$ cat config.mk
export PLATFORM = sky130hd
export DESIGN_NAME = supply_guard_seq
export DESIGN_NICKNAME = d
export VERILOG_FILES = /design/src/rtl/supply_guard_pkg.sv /design/src/rtl/supply_guard_dp.sv /design/src/rtl/supply_guard_ctrl.sv /design/src/rtl/supply_guard_seq.sv
export SDC_FILE = /design/constraint.sdc
export NUM_CORES = 1
export LEC_CHECK = 0
export ABC_AREA = 1
export BUFFER_PORTS_ARGS = -buffer_cell sky130_fd_sc_hd__buf_2
export CAP_MARGIN = 0
export CORE_MARGIN = 4
export CORE_UTILIZATION = 30
export DETAILED_ROUTE_END_ITERATION = 8
export PLACE_DENSITY = 0.43
export SLEW_MARGIN = 15
export SYNTH_ARGS = -nofsm -noshare
export SYNTH_HDL_FRONTEND = slang
export SYNTH_HIERARCHICAL = 1
export SYNTH_SLANG_ARGS = --single-unit
$ cat constraint.sdc
create_clock -name clk -period 2.8 [get_ports clk]
set_input_delay 0.56 -clock clk [delete_from_list [all_inputs] [get_ports clk]]
set_output_delay 0.56 -clock clk [all_outputs]
set_load 0.02 [all_outputs]
$ cat src/rtl/supply_guard_pkg.sv
package supply_guard_pkg;

  typedef enum logic [2:0] {
    ST_NORMAL  = 3'd0,
    ST_PENDING = 3'd1,
    ST_PROTECT = 3'd2,
    ST_BATTERY = 3'd3,
    ST_RECOVER = 3'd4
  } guardState_t;

  // strobes from control to datapath
  typedef struct packed {
    logic cntClr;
    logic cntInc;
    logic gateOpen;
    logic protect;
  } guardStrobe_t;

  function automatic int scaleLen(input int cycles, input int fastSim, input int div);
    int r;
    if (fastSim != 0) begin
      r = cycles / div;
      if (r < 1) r = 1;
    end else begin
      r = cycles;
    end
    return r;
  endfunction

endpackage

$ cat src/rtl/supply_guard_dp.sv
module supply_guard_dp
  import supply_guard_pkg::*;
#(
  parameter int WP_LEN = 1000,
  parameter int ER_LEN = 800000
) (
  input  logic         clk,
  input  logic         rstN,
  input  guardStrobe_t strobe,
  input  logic         hostSel,
  input  logic         hostWr,
  input  logic         hostOe,
  output logic         wpDone,
  output logic         erDone,
  output logic         memSel,
  output logic         memWr,
  output logic         memOe,
  output logic         outDisable
);

  localparam int MAX_LEN = (WP_LEN > ER_LEN) ? WP_LEN : ER_LEN;
  localparam int CNT_W   = $clog2(MAX_LEN + 1);
  localparam logic [CNT_W-1:0] WP_LAST  = CNT_W'(WP_LEN - 1);
  localparam logic [CNT_W-1:0] ER_LAST  = CNT_W'(ER_LEN - 1);
  localparam logic [CNT_W-1:0] MAX_LAST = CNT_W'(MAX_LEN - 1);

  logic [CNT_W-1:0] intervalCnt;

  always_ff @(posedge clk or negedge rstN) begin
    if (!rstN) begin
      intervalCnt <= '0;
    end else if (strobe.cntClr) begin
      intervalCnt <= '0;
    end else if (strobe.cntInc && intervalCnt != MAX_LAST) begin
      intervalCnt <= intervalCnt + 1'b1;
    end
  end

  assign wpDone = (intervalCnt == WP_LAST);
  assign erDone = (intervalCnt == ER_LAST);

  // access gating
  logic selGated;
  assign selGated   = hostSel & strobe.gateOpen;
  assign memSel     = selGated;
  assign memWr      = selGated & hostWr;
  assign memOe      = selGated & hostOe & ~hostWr;
  assign outDisable = ~memOe;

  AST_CNT_BOUND: assert property (@(posedge clk) disable iff (!rstN)
    intervalCnt <= MAX_LAST);

  AST_NO_WRITE_PROTECTED: assert property (@(posedge clk) disable iff (!rstN)
    strobe.protect |-> (!memWr && !memSel));

  AST_HIZ_PROTECTED: assert property (@(posedge clk) disable iff (!rstN)
    strobe.protect |-> (outDisable && !memOe));

endmodule

$ cat src/rtl/supply_guard_ctrl.sv
module supply_guard_ctrl
  import supply_guard_pkg::*;
(
  input  logic         clk,
  input  logic         rstN,
  input  logic         lowDeselect,
  input  logic         lowSwitch,
  input  logic         hostSel,
  input  logic         wpDone,
  input  logic         erDone,
  output guardStrobe_t strobe,
  output logic         battSel,
  output logic         protectOn
);

  guardState_t state, nextState;
  logic        firstSeen;
  logic        supplyBad;
  logic        battCond;

  // switchover flag alone still counts as failure
  assign supplyBad = lowDeselect | lowSwitch;
  assign battCond  = lowDeselect & lowSwitch;

  always_ff @(posedge clk or negedge rstN) begin
    if (!rstN) begin
      state     <= ST_PROTECT;
      firstSeen <= 1'b0;
    end else begin
      state <= nextState;
      if (!supplyBad) firstSeen <= 1'b1;
    end
  end

  always_comb begin
    nextState     = state;
    strobe        = '0;
    unique case (state)
      ST_NORMAL: begin
        if (supplyBad) begin
          if (hostSel) begin
            nextState     = ST_PENDING;
            strobe.cntClr = 1'b1;
          end else begin
            nextState = ST_PROTECT;
          end
        end
      end
      ST_PENDING: begin
        if (!hostSel || wpDone) nextState = ST_PROTECT;
        else                    strobe.cntInc = 1'b1;
      end
      ST_PROTECT: begin
        if (battCond && firstSeen) begin
          nextState = ST_BATTERY;
        end else if (!supplyBad) begin
          nextState     = ST_RECOVER;
          strobe.cntClr = 1'b1;
        end
      end
      ST_BATTERY: begin
        if (!battCond) nextState = ST_PROTECT;
      end
      ST_RECOVER: begin
        if (supplyBad)   nextState = ST_PROTECT;
        else if (erDone) nextState = ST_NORMAL;
        else             strobe.cntInc = 1'b1;
      end
      default: nextState = ST_PROTECT;
    endcase
    strobe.gateOpen = (state == ST_NORMAL) || (state == ST_PENDING);
    strobe.protect  = (state == ST_PROTECT) || (state == ST_BATTERY) ||
                      (state == ST_RECOVER);
  end

  assign battSel   = (state == ST_BATTERY);
  assign protectOn = strobe.protect;

  AST_BATT_AFTER_BOTH: assert property (@(posedge clk) disable iff (!rstN)
    battSel |-> $past(battCond));

  AST_PEND_ONLY_ACCESS: assert property (@(posedge clk) disable iff (!rstN)
    (state == ST_PENDING) |-> $past(hostSel));

  AST_PEND_WINDOW_CLOSE: assert property (@(posedge clk) disable iff (!rstN)
    (state == ST_PENDING && wpDone) |=> (state == ST_PROTECT));

  AST_RECOVER_ABORT: assert property (@(posedge clk) disable iff (!rstN)
    (state == ST_RECOVER && supplyBad) |=> (state == ST_PROTECT));

endmodule

$ cat src/rtl/supply_guard_seq.sv
module supply_guard_seq
  import supply_guard_pkg::*;
#(
  parameter int WP_CYCLES = 1000,
  parameter int ER_CYCLES = 800000,
  parameter int FAST_SIM  = 0,
  parameter int SCALE_DIV = 100
) (
  input  logic clk,
  input  logic rstN,
  input  logic lowDeselect,
  input  logic lowSwitch,
  input  logic hostSel,
  input  logic hostWr,
  input  logic hostOe,
  output logic memSel,
  output logic memWr,
  output logic memOe,
  output logic outDisable,
  output logic battSel,
  output logic protectOn
);

  // effective interval lengths
  localparam int WP_LEN = scaleLen(WP_CYCLES, FAST_SIM, SCALE_DIV);
  localparam int ER_LEN = scaleLen(ER_CYCLES, FAST_SIM, SCALE_DIV);

  guardStrobe_t strobe;
  logic         wpDone;
  logic         erDone;

  supply_guard_ctrl u_ctrl (
    .clk        (clk),
    .rstN       (rstN),
    .lowDeselect(lowDeselect),
    .lowSwitch  (lowSwitch),
    .hostSel    (hostSel),
    .wpDone     (wpDone),
    .erDone     (erDone),
    .strobe     (strobe),
    .battSel    (battSel),
    .protectOn  (protectOn)
  );

  supply_guard_dp #(
    .WP_LEN(WP_LEN),
    .ER_LEN(ER_LEN)
  ) u_dp (
    .clk       (clk),
    .rstN      (rstN),
    .strobe    (strobe),
    .hostSel   (hostSel),
    .hostWr    (hostWr),
    .hostOe    (hostOe),
    .wpDone    (wpDone),
    .erDone    (erDone),
    .memSel    (memSel),
    .memWr     (memWr),
    .memOe     (memOe),
    .outDisable(outDisable)
  );

endmodule

After elaboration in Yosys (flattened, before gate mapping)
Cells that the tools add are included.
{"block": "op_classes", "eq_ne": 12, "n_reduce_logical": 10, "addsub": 1, "bitwise_logic": 8, "n_mux": 20}
{"cell": "20-bit two-way mux", "count": 2}
{"cell": "3-bit two-way mux", "count": 7}
{"cell": "20-bit by 1-bit adder with 20-bit output (second input constant)", "count": 1}
{"cell": "20-bit by 10-bit == test with 1-bit output (second input constant)", "count": 1}
{"cell": "20-bit == test (second input constant)", "count": 1}
{"cell": "20-bit inequality test (second input constant)", "count": 1}
{"cell": "3-bit case mux with 5 select lines", "count": 1}
{"cell": "1-bit two-way mux", "count": 7}
{"cell": "3-bit by 2-bit == test with 1-bit output (second input constant)", "count": 2}
{"cell": "1-bit AND", "count": 5}
{"cell": "5-bit AND reduction", "count": 1}
{"cell": "1-bit logical OR", "count": 4}
{"cell": "2-bit by 1-bit inequality test with 1-bit output (second input constant)", "count": 2}
{"cell": "1-bit case mux with 2 select lines", "count": 2}
{"cell": "3-bit by 1-bit == test with 1-bit output (second input constant)", "count": 1}
{"cell": "3-bit == test (second input constant)", "count": 1}
{"cell": "3-bit logical NOT", "count": 1}
{"cell": "3-bit by 2-bit inequality test with 1-bit output (second input constant)", "count": 1}
{"cell": "3-bit inequality test (second input constant)", "count": 1}
{"cell": "1-bit logical AND", "count": 2}
{"cell": "2-bit two-way mux", "count": 1}
{"cell": "2-bit inequality test (second input constant)", "count": 1}
{"cell": "1-bit inverter", "count": 2}
{"cell": "2-bit nonzero test", "count": 1}
{"cell": "other kinds (2)", "count": 2}
{"block": "word_totals", "in_bits": 7, "register_bits": 24, "elab_cells": 54}

Logic depth before layout (Yosys ltp)
{"block": "depth", "ltp_word": 7, "ltp_mapped": 14}

Modules after synthesis
The synthesis kept the hierarchy.
{"module": "supply_guard_dp", "n_inst": 1, "area_each_um2": 1460.2, "seq_area_each_um2": 500.5, "cells_per_inst": 223}
{"module": "supply_guard_ctrl", "n_inst": 1, "area_each_um2": 404.1, "seq_area_each_um2": 101.3, "cells_per_inst": 69}

Worst setup path after synthesis
No wires, ideal clock.
{"block": "synth_timing", "path_kind": "flip-flop to output port", "startpoint": "reg u_ctrl.state[0]", "endpoint": "out memOe", "n_path_buf": 0, "setup_slack_ns": 0.810, "path_stages_with_launch": 8, "required_time_ns": 2.240, "arrival_time_ns": 1.430, "path_cell_list": "dfrtp_1 -> nor2_4 -> nand2_1 -> nand2_1 -> nand2_1 -> inv_1 -> nand3_1 -> inv_1"}
{"item": "start: declaration", "line": "supply_guard_ctrl.sv:16", "text": "guardState_t state, nextState;"}
{"item": "start signal: assignment", "line": "supply_guard_ctrl.sv:30", "text": "state <= nextState;"}
{"item": "end: declaration", "line": "supply_guard_seq.sv:18", "text": "output logic memOe,"}

==> flow_summary.yaml <==
outcome:
  status: "finished clean"
detailed_routing:
  via_count: 1789
  route.detailed.drc: 0
  drtIter0Drc: 113
  wl_mm: 4.83
  postRouteAntennaNets: 0
  firstDrtPassIters: 4
  vias_per_cell: 4.68
  wire_per_inst_um: 12.6
place:
  gp_congestion: 0.842
  place_area_um2: 2010
  hpwl_mm: 3.68
  dp_cells: 378
  pre_cts_slack_ns: 0.518
  portBuffers: 12
worst_setup_path:
  cp.arrival_ns: 2.52
  crit_path_end_kind: "register"
  path_max_fanout: 17
  cp.required_ns: 3.01
  start_kind: "register"
  worstSetupPathType: "reg2reg"
power:
  fin_total_pwr_w: 0.00113
  power_per_cell_area_nw_per_um2: 546
  power.leakage_nw: 1.04
  peakVddDrop_mv: 0.227
yosys:
  syn_avg_cell_area_um2: 6.38
  ys_warn_count: 6
  syn-cell-area_um2: 1860
  synth_cells: 291
  syn_nets: 299
flow_run:
  cap_viol_max_count: 0
cts:
  clockRootBuffer: "clkbuf_8"
  post_cts_resized: 0
  clk_latency_ns: 0.27
  path_clk_slew_ns: 0.09
  cts_buffers: 3
  clockBufferDepth: 2
  postCtsSetupBuffers: 0
  cts.sinks: 24
  cts_tree: "built"
  cts_max_level: 1
  ctsHoldBuffers: 0
cells_and_area:
  seqCellArea_um2: 602
  fill_cells: 673
  drive_gt1_frac: 0.137
  n_antenna_cell: 0
  final_area_um2: 2070
  area_growth_pct: 11.4
  instances_no_fill: 382
  fin_nets: 316
  multi_input_area_um2: 1090
sta:
  setup_violations: 0
  rsz0062_at_grt: "false"
  tightest_slew_ns: 0.547
  fin_worst_skew_ns: 0.00366
  final-max-slew-violation-count: 0
  maxSlewHeadroom: 0.635
  setup_tns_ns: 0
  fmax_mhz: 432
  hold_viol_final: 0
  fin_ws_ns: 0.487
  period_share: 0.826
  period_minus_slack_ns: 2.31
global_routing:
  antenna_found_initial: 0
  grt_pass1_wl_mm: 8.49
  grt_usage: 0.139
  grt_max_degree: 25
  overflow: 0
  grt_pass1_vias: 1739
floorplan:
  row_count: 28
  dieWidth_um: 86.7
  initial_core_util: 0.312
  die_y_um: 86.7
  io_pins: 13
  coreArea_um2: 5960
  design.die.area_um2: 7510
worst_hold_path:
  worstHoldPathType: "in2async"
==> stage by stage <==
stage	hold slack (ns)	utilization
after global routing	0.329	0.347
after CTS	0.290	0.347
after global placement	0.458	0.338
after floorplan	0.264	-
after detailed placement	0.454	0.338
final	0.260	0.347
==> final timing paths <==
kind	start	end	slack, ns	cells past startpoint
worst max-delay path	u_dp/intervalCnt[1]$_DFFE_PN0P_	u_dp/intervalCnt[4]$_DFFE_PN0P_	0.49	12
worst min-delay path	rstN	u_dp/intervalCnt[17]$_DFFE_PN0P_	0.26	1
worst max register to register	u_dp/intervalCnt[1]$_DFFE_PN0P_	u_dp/intervalCnt[4]$_DFFE_PN0P_	0.49	12
worst min register to register	u_ctrl/firstSeen$_DFFE_PN0N_	u_ctrl/firstSeen$_DFFE_PN0N_	0.48	1
max in group asynchronous	rstN	u_ctrl/state[1]$_DFFE_PN1P_	2.16	1
min in group clk	u_ctrl/firstSeen$_DFFE_PN0N_	u_ctrl/firstSeen$_DFFE_PN0N_	0.48	1
==> critical path, stage by stage, from the launching register on <==
cell and delay, ns:
dfrtp_1 0.38, ha_1 0.26, nand2_2 0.11, nor4_1 0.37, and3b_1 0.24, nor2_1 0.05, nand3_1 0.09, nand2_2 0.12
inv_1 0.12, nor2_4 0.11, nor2_8 0.24, nand2_1 0.08, nand2_1 0.07
==> flip-flops by register name, summed over array words and instances (netlist names) <==
| signal | count |
|---|---|
| u_ctrl/firstSeen | 1 |
| u_dp/intervalCnt | 20 |
| u_ctrl/state | 3 |
==> per-layer routing <==
metal / routed length [um] / vias up / global-route usage
met5: 0 / - / 0
met4: 25 / 0 / 0.0297
met3: 101 / 2 / 0.0152
met2: 2070 / 20 / 0.210
met1: 2630 / 816 / 0.212
li1: - / 951 / -
==> power breakdown <==
group,total [W],switching (W),leakage [nW],internal [W]
registers,0.000417,0.0000408,0.325,0.000376
clock network,0.000246,0.000120,0.0288,0.000126
logic,0.000467,0.000319,0.683,0.000148
==> area by class of cell <==
| type | count | area share |
|---|---|---|
| multi-input cells | 227 | 0.528 |
| flip-flops and latches | 24 | 0.291 |
| inverters | 36 | 0.0653 |
| well taps | 75 | 0.0454 |
| repair buffers | 16 | 0.0436 |
| clock buffers | 4 | 0.0266 |
==> layout by cell type, fill, tap and decap left out, types with 3 or more instances in the layout <==
master	instances
o21ai_1	3
nor2_4	6
inv_2	5
nand4_1	17
nand2_2	7
inv_1	31
nand2_1	95
nor2_1	47
dfrtp_1	23
nand3_1	31
xor2_1	8
buf_4	4
o21ai_0	3
buf_2	12
clkbuf_8	4
Power figures use the tool's default switching activity.
